===== src/rtl/abr_pkg.sv =====
package abr_pkg;
  localparam int unsigned SPAN_BITS    = 9;
  localparam int unsigned SPAN_ROUND   = SPAN_BITS / 2;
  localparam int unsigned DATA_BITS    = 8;
  localparam logic [7:0]  ACK_BYTE     = 8'h00;
  localparam logic [7:0]  CONFIRM_BYTE = 8'h55;

  typedef enum logic [2:0] {
    ST_IDLE, ST_HUNT, ST_ARMED, ST_MEAS, ST_ACK, ST_WAIT, ST_LOCK
  } cal_state_e;

  typedef enum logic [1:0] {
    RX_IDLE, RX_START, RX_DATA, RX_STOP
  } rx_state_e;
endpackage


===== src/rtl/abr_sync.sv =====
module abr_sync (
  input  logic clk,
  input  logic rst_n,
  input  logic rx_i,
  output logic rx_s_o,
  output logic fall_o,
  output logic rise_o
);
  logic meta_q, sync_q, prev_q;

  always_ff @(posedge clk or negedge rst_n) begin
    if (!rst_n) begin
      meta_q <= 1'b1;
      sync_q <= 1'b1;
      prev_q <= 1'b1;
    end else begin
      meta_q <= rx_i;
      sync_q <= meta_q;
      prev_q <= sync_q;
    end
  end

  assign rx_s_o = sync_q;
  assign fall_o = prev_q & ~sync_q;
  assign rise_o = ~prev_q & sync_q;
endmodule


===== src/rtl/abr_tx.sv =====
module abr_tx #(
  parameter int unsigned CNT_W = 16
) (
  input  logic             clk,
  input  logic             rst_n,
  input  logic [CNT_W-1:0] div_i,
  input  logic             load_i,
  input  logic [7:0]       data_i,
  output logic             tx_o,
  output logic             busy_o,
  output logic             done_o
);
  import abr_pkg::*;

  logic [8:0]       sh_q, sh_d;
  logic [3:0]       left_q, left_d;
  logic [CNT_W-1:0] cnt_q, cnt_d;
  logic             busy_q, busy_d, tx_q, tx_d, done_q, done_d;

  always_comb begin
    sh_d   = sh_q;
    left_d = left_q;
    cnt_d  = cnt_q;
    busy_d = busy_q;
    tx_d   = tx_q;
    done_d = 1'b0;
    if (!busy_q) begin
      if (load_i) begin
        sh_d   = {1'b1, data_i};
        left_d = 4'(DATA_BITS + 1);
        cnt_d  = div_i - 1'b1;
        busy_d = 1'b1;
        tx_d   = 1'b0;
      end
    end else if (cnt_q == '0) begin
      cnt_d = div_i - 1'b1;
      if (left_q == '0) begin
        busy_d = 1'b0;
        done_d = 1'b1;
        tx_d   = 1'b1;
      end else begin
        tx_d   = sh_q[0];
        sh_d   = {1'b1, sh_q[8:1]};
        left_d = left_q - 1'b1;
      end
    end else begin
      cnt_d = cnt_q - 1'b1;
    end
  end

  always_ff @(posedge clk or negedge rst_n) begin
    if (!rst_n) begin
      sh_q   <= '1;
      left_q <= '0;
      cnt_q  <= '0;
      busy_q <= 1'b0;
      tx_q   <= 1'b1;
      done_q <= 1'b0;
    end else begin
      sh_q   <= sh_d;
      left_q <= left_d;
      cnt_q  <= cnt_d;
      busy_q <= busy_d;
      tx_q   <= tx_d;
      done_q <= done_d;
    end
  end

  assign tx_o   = tx_q;
  assign busy_o = busy_q;
  assign done_o = done_q;

  assert_tx_idle_high_R5: assert property (@(posedge clk) disable iff (!rst_n)
    !busy_q |-> tx_q);
  assert_tx_done_ends_R5: assert property (@(posedge clk) disable iff (!rst_n)
    done_q |-> (!busy_q && tx_q));
endmodule


===== src/rtl/abr_rx.sv =====
module abr_rx #(
  parameter int unsigned CNT_W = 16
) (
  input  logic             clk,
  input  logic             rst_n,
  input  logic             en_i,
  input  logic             rx_s_i,
  input  logic             fall_i,
  input  logic [CNT_W-1:0] div_i,
  output logic             done_o,
  output logic [7:0]       data_o,
  output logic             frame_ok_o
);
  import abr_pkg::*;

  rx_state_e        st_q, st_d;
  logic [CNT_W-1:0] cnt_q, cnt_d;
  logic [2:0]       bit_q, bit_d;
  logic [7:0]       sh_q, sh_d;
  logic             done_q, done_d, fok_q, fok_d;

  always_comb begin
    st_d   = st_q;
    cnt_d  = cnt_q;
    bit_d  = bit_q;
    sh_d   = sh_q;
    done_d = 1'b0;
    fok_d  = fok_q;
    if (!en_i) begin
      st_d = RX_IDLE;
    end else begin
      case (st_q)
        RX_IDLE: if (fall_i) begin
          cnt_d = (div_i >> 1) - 1'b1;
          st_d  = RX_START;
        end
        RX_START: if (cnt_q == '0) begin
          if (!rx_s_i) begin
            cnt_d = div_i - 1'b1;
            bit_d = '0;
            st_d  = RX_DATA;
          end else begin
            st_d = RX_IDLE;
          end
        end else cnt_d = cnt_q - 1'b1;
        RX_DATA: if (cnt_q == '0) begin
          sh_d  = {rx_s_i, sh_q[7:1]};
          cnt_d = div_i - 1'b1;
          if (bit_q == 3'(DATA_BITS - 1)) st_d = RX_STOP;
          else bit_d = bit_q + 1'b1;
        end else cnt_d = cnt_q - 1'b1;
        RX_STOP: if (cnt_q == '0) begin
          done_d = 1'b1;
          fok_d  = rx_s_i;
          st_d   = RX_IDLE;
        end else cnt_d = cnt_q - 1'b1;
        default: st_d = RX_IDLE;
      endcase
    end
  end

  always_ff @(posedge clk or negedge rst_n) begin
    if (!rst_n) begin
      st_q   <= RX_IDLE;
      cnt_q  <= '0;
      bit_q  <= '0;
      sh_q   <= '0;
      done_q <= 1'b0;
      fok_q  <= 1'b0;
    end else begin
      st_q   <= st_d;
      cnt_q  <= cnt_d;
      bit_q  <= bit_d;
      sh_q   <= sh_d;
      done_q <= done_d;
      fok_q  <= fok_d;
    end
  end

  assign done_o     = done_q;
  assign data_o     = sh_q;
  assign frame_ok_o = fok_q;

  assert_rx_done_single_R6: assert property (@(posedge clk) disable iff (!rst_n)
    done_q |=> !done_q);
endmodule


===== src/rtl/autobaud_lock.sv =====
module autobaud_lock #(
  parameter int unsigned CNT_W      = 16,
  parameter int unsigned GLITCH_MIN = 72,
  parameter int unsigned IDLE_MIN   = 32,
  parameter int unsigned WAIT_BITS  = 64
) (
  input  logic             clk,
  input  logic             rst_n,
  input  logic             rx_i,
  input  logic             start_i,
  output logic             tx_o,
  output logic [CNT_W-1:0] divisor_o,
  output logic             locked_o,
  output logic             error_o
);
  import abr_pkg::*;

  localparam int unsigned WD_W    = $clog2(WAIT_BITS + 1);
  localparam int unsigned CNT_SAT = (1 << CNT_W) - 1 - SPAN_ROUND;

  cal_state_e       state_q, state_d;
  logic [CNT_W-1:0] cnt_q, cnt_d, div_q, div_d, span_q;
  logic [CNT_W-1:0] wd_cyc_q, wd_cyc_d;
  logic [WD_W-1:0]  wd_bits_q, wd_bits_d;
  logic             err_q, err_d, tx_load;
  logic             rx_s, rx_fall, rx_rise;
  logic             tx_busy, tx_done, rx_en, rx_done, rx_fok;
  logic [7:0]       rx_data;

  abr_sync u_sync (
    .clk(clk), .rst_n(rst_n), .rx_i(rx_i),
    .rx_s_o(rx_s), .fall_o(rx_fall), .rise_o(rx_rise)
  );

  abr_tx #(.CNT_W(CNT_W)) u_tx (
    .clk(clk), .rst_n(rst_n), .div_i(div_d), .load_i(tx_load),
    .data_i(ACK_BYTE), .tx_o(tx_o), .busy_o(tx_busy), .done_o(tx_done)
  );

  abr_rx #(.CNT_W(CNT_W)) u_rx (
    .clk(clk), .rst_n(rst_n), .en_i(rx_en), .rx_s_i(rx_s), .fall_i(rx_fall),
    .div_i(div_q), .done_o(rx_done), .data_o(rx_data), .frame_ok_o(rx_fok)
  );

  assign rx_en  = (state_q == ST_WAIT);
  assign span_q = (cnt_q + CNT_W'(SPAN_ROUND)) / CNT_W'(SPAN_BITS);

  always_comb begin
    state_d   = state_q;
    cnt_d     = cnt_q;
    div_d     = div_q;
    err_d     = err_q;
    wd_cyc_d  = wd_cyc_q;
    wd_bits_d = wd_bits_q;
    tx_load   = 1'b0;
    if (start_i) begin
      state_d = ST_HUNT;
      cnt_d   = '0;
      err_d   = 1'b0;
    end else begin
      case (state_q)
        ST_HUNT: begin
          if (!rx_s) cnt_d = '0;
          else if (cnt_q >= CNT_W'(IDLE_MIN - 1)) begin
            cnt_d   = '0;
            state_d = ST_ARMED;
          end else cnt_d = cnt_q + 1'b1;
        end
        ST_ARMED: if (rx_fall) begin
          cnt_d   = CNT_W'(1);
          state_d = ST_MEAS;
        end
        ST_MEAS: begin
          if (rx_rise) begin
            cnt_d = '0;
            if (cnt_q < CNT_W'(GLITCH_MIN)) state_d = ST_HUNT;
            else begin
              div_d   = span_q;
              tx_load = 1'b1;
              state_d = ST_ACK;
            end
          end else if (cnt_q < CNT_W'(CNT_SAT)) cnt_d = cnt_q + 1'b1;
        end
        ST_ACK: if (tx_done) begin
          wd_cyc_d  = '0;
          wd_bits_d = '0;
          state_d   = ST_WAIT;
        end
        ST_WAIT: begin
          if (rx_done) begin
            if (rx_fok && rx_data == CONFIRM_BYTE) begin
              state_d = ST_LOCK;
              err_d   = 1'b0;
            end else begin
              state_d = ST_HUNT;
              err_d   = 1'b1;
            end
          end else if (wd_bits_q == WD_W'(WAIT_BITS)) begin
            state_d = ST_HUNT;
            err_d   = 1'b1;
          end else if (wd_cyc_q == div_q - 1'b1) begin
            wd_cyc_d  = '0;
            wd_bits_d = wd_bits_q + 1'b1;
          end else wd_cyc_d = wd_cyc_q + 1'b1;
        end
        default: ;
      endcase
    end
  end

  always_ff @(posedge clk or negedge rst_n) begin
    if (!rst_n) begin
      state_q   <= ST_IDLE;
      cnt_q     <= '0;
      div_q     <= '0;
      err_q     <= 1'b0;
      wd_cyc_q  <= '0;
      wd_bits_q <= '0;
    end else begin
      state_q   <= state_d;
      cnt_q     <= cnt_d;
      div_q     <= div_d;
      err_q     <= err_d;
      wd_cyc_q  <= wd_cyc_d;
      wd_bits_q <= wd_bits_d;
    end
  end

  assign divisor_o = div_q;
  assign locked_o  = (state_q == ST_LOCK);
  assign error_o   = err_q;

  assert_lock_err_excl_R6: assert property (@(posedge clk) disable iff (!rst_n)
    !(locked_o && error_o));
  assert_div_on_accept_R3: assert property (@(posedge clk) disable iff (!rst_n)
    !$stable(div_q) |-> (state_q == ST_ACK && tx_busy));
  assert_wd_bound_R9: assert property (@(posedge clk) disable iff (!rst_n)
    wd_bits_q <= WD_W'(WAIT_BITS));
  assert_lock_hold_R11: assert property (@(posedge clk) disable iff (!rst_n)
    (state_q == ST_LOCK && !start_i) |=> (locked_o && $stable(div_q)));
  assert_start_clears_R10: assert property (@(posedge clk) disable iff (!rst_n)
    start_i |=> (!error_o && !locked_o));
endmodule


===== config.mk =====
export PLATFORM = sky130hd
export DESIGN_NAME = autobaud_lock
export DESIGN_NICKNAME = d
export VERILOG_FILES = /design/src/rtl/abr_pkg.sv /design/src/rtl/abr_sync.sv /design/src/rtl/abr_tx.sv /design/src/rtl/abr_rx.sv /design/src/rtl/autobaud_lock.sv
export SDC_FILE = /design/constraint.sdc
export NUM_CORES = 1
export LEC_CHECK = 0
export ABC_AREA = 1
export BUFFER_PORTS_ARGS = -buffer_cell sky130_fd_sc_hd__clkbuf_2
export CAP_MARGIN = 20
export CORE_UTILIZATION = 30
export CTS_CLUSTER_SIZE = 8
export DETAILED_ROUTE_END_ITERATION = 7
export PLACE_DENSITY = 0.53
export SYNTH_ARGS = -nofsm -noshare
export SYNTH_HDL_FRONTEND = slang
export SYNTH_HIERARCHICAL = 1
export SYNTH_SLANG_ARGS = --single-unit

===== constraint.sdc =====
create_clock -name clk -period 9.75 [get_ports clk]
set_input_delay 1.4625 -clock clk [delete_from_list [all_inputs] [get_ports clk]]
set_output_delay 1.4625 -clock clk [all_outputs]
set_load 0.05 [all_outputs]

==> metrics.cfg <==
[run_status]
status=completed

[grt]
grt_use_met2=0.268
antenna_found_initial=0
gr-usage-all-layers=0.169
grt_max_degree=68
met1_usage=0.233
grt_overflow_total=0
grt_pass1_vias=10300
grtUsageMet3=0.0239
busiest_layer=met2
grt_pass1_wl_microns=52000

[synthesis]
synth.avg_cell_area_sq_um=6.41
syn_area_sq_um=11100
synth_area_leaders=dfrtp_1, nand2_1, nand3_1
synth_area_leader_cell=dfrtp_1
yosysMostFrequentCell=nand2_1
synthArstFlopShare=1.00
synth.cells.most_frequent=nand2_1, inv_1, nand3_1
synth_top_area_frac=0.252
synth-warning-count=6
synthFlopType=dfrtp_1
ys_ff_latch=124
netlist_instances=1736
synth_edf_count=0
synth_cell_types=53
ys_seq_area_frac=0.280

[die]
die_x_microns=195
start_util=0.304
rows=70
die_height_microns=195
pin_count=23
fp.coreArea_sq_um=36600
dieArea_sq_um=37900

[sta]
finalSetupTns_ps=0
setup_viol=0
slew_viol_final=0
hold_violations=0
rsz0062_at_grt=false
setup_ws_ps=1210
period_minus_slack_ps=8540
slew_headroom=0.367
fin_skew_ps=8.15
fmax_mhz=117
finalCritPeriodShare=0.876
worstMarginPinSlew_ps=942

[worst_setup_path]
cpMostUsedCell=nand2_1
timing.rr.end=u_tx/cnt_q[12]
crit_path_end_kind=flip-flop
path_depth=82
cp_top_family=simple AND/OR/NAND/NOR gates
cp_max_fo=7
endpoint=u_tx/cnt_q[12]
crit_arrival_ps=8870
crit_path_top_delay_cell=dfrtp_1
critPathKind=reg2reg
regToRegSetupSlack_ps=1210
r2r_start=cnt_q[3]
r2r_cells=82
cpPeakStageDelay_ps=490
crit_buf_inv=12
timing.critical_path.from=cnt_q[3]
cp-start-kind=flip-flop
crit_required_ps=10080

[finish]
area_growth_pct=10.7
final_layout_size_suffix_gt1_frac=0.125
fin_nets=1795
layout.cells.non_filler=2243
antenna_cells=0
fill_cells=3966

[clocking]
hold_buffers=0
cts_buffers=17
clk_latency_ps=440
clkTransAtPathRegs_ps=60
cts_num_sinks=124
cts_root_buf=clkbuf_16
h-tree-depth=4
cts_max_path_buffers=2
cts_tree=yes

[route]
dr.pass1.iters=5
dr_total_vias=10900
finalWirelength_microns=31100
drc=0
detail-route-antenna-nets=0
drt_iter0_markers=758
routed_via_density=4.86
routedWlPerCell_microns=13.9

[placed_design]
dp_slack_ps=1140
hpwl_microns=23400
dp.cells=2211
place_congestion=0.863
io_buffers=22

[worst_hold_path]
hold_path_class=reg2reg

[power_and_ir_drop]
vdd.ir_drop.worst_uv=93.5
p_leak_uw=0.00624
power_density_nw_per_um2=121
design_power_total_uw=1490

[run]
drv_cap=0

-- state kept, by name, summed over array words and instances, names as in the netlist, 2 cells and up --
register     flops
cnt_q           16
divisor_o       16
state_q          3
u_rx/bit_q       3
u_rx/cnt_q      16
u_rx/data_o      8
u_rx/st_q        2
u_tx/cnt_q      16
u_tx/left_q      4
u_tx/sh_q        8
wd_bits_q        7
wd_cyc_q        16
-- per-layer routing --
| metal | part of all wire | wire (microns) |
|---|---|---|
| met1 | 0.50 | 15600 |
| met5 | 0 | 0 |
| met4 | 0.018 | 558 |
| met2 | 0.45 | 13900 |
| met3 | 0.032 | 1010 |
-- worst min-delay path by stage --
stage / slack [ps] / from / to / cells after the start
2_1_floorplan: 350 / u_sync/meta_q / u_sync/rx_s_o / 0
3_3_place_gp: 350 / u_sync/meta_q / u_sync/rx_s_o / 0
3_5_place_dp: 350 / u_sync/meta_q / u_sync/rx_s_o / 0
4_1_cts: 360 / u_sync/meta_q / u_sync/rx_s_o / 0
5_1_grt: 360 / u_sync/meta_q / u_sync/rx_s_o / 0
6_report: 360 / u_sync/meta_q / u_sync/rx_s_o / 0
-- cells by family after synthesis --
group / Yosys count / synth area share
flip-flops: 124 / 0.280
AO/OA/AOI/OAI: 156 / 0.0794
buffers and inverters: 277 / 0.0993
adder cells (fa/ha/maj): 29 / 0.0326
XOR/XNOR: 76 / 0.0604
AND/OR/NAND/NOR: 1072 / 0.447
other: 1 / 0.000337
multiplexers: 1 / 0.000899
-- power breakdown --
part           leakage [uW]  switching, uW  internal [uW]  total, uW
Combinational       0.00446            158           75.1        233
Clock              0.000277            273            380        653
Sequential          0.00150           49.4            559        608
Total               0.00624            481           1010       1490
-- area by class of cell --
| class | count | area [sq um] | area share |
|---|---|---|---|
| multi-input cells | 1342 | 6950 | 0.563 |
| inverters | 251 | 943 | 0.0765 |
| clock inverters | 15 | 165 | 0.0134 |
| flip-flops and latches | 124 | 3120 | 0.253 |
| clock buffers | 17 | 425 | 0.0345 |
| well taps | 468 | 586 | 0.0475 |
| repair buffers | 26 | 146 | 0.0119 |
-- stage by stage --
step | cell area, sq um | hold slack [ps] | util
global route | 12300 | 364 | 0.337
global placement | 11700 | 351 | 0.321
detailed placement | 11700 | 349 | 0.321
CTS | 12300 | 358 | 0.337
finish | 12300 | 355 | 0.337
floorplan | 11200 | 345 | -
-- layout by cell type, fill, tap and decap left out, drive strengths merged, types with 9 or more instances in the layout --
master,count
o211ai,9
nand3,188
nor3,35
a21oi,52
dfstp,12
ha,29
xnor2,13
o21ai,72
nor2,202
xor2,63
dfrtp,112
inv,251
nand2,572
clkinv,9
nand4,43
clkbuf,38
-- repair_timing --
action / CTS / global route
resized for setup: 0 / 2
setup endpoints to repair: 0 / 3
buffers inserted: 0 / 0
(Power assumes the default switching activity.)
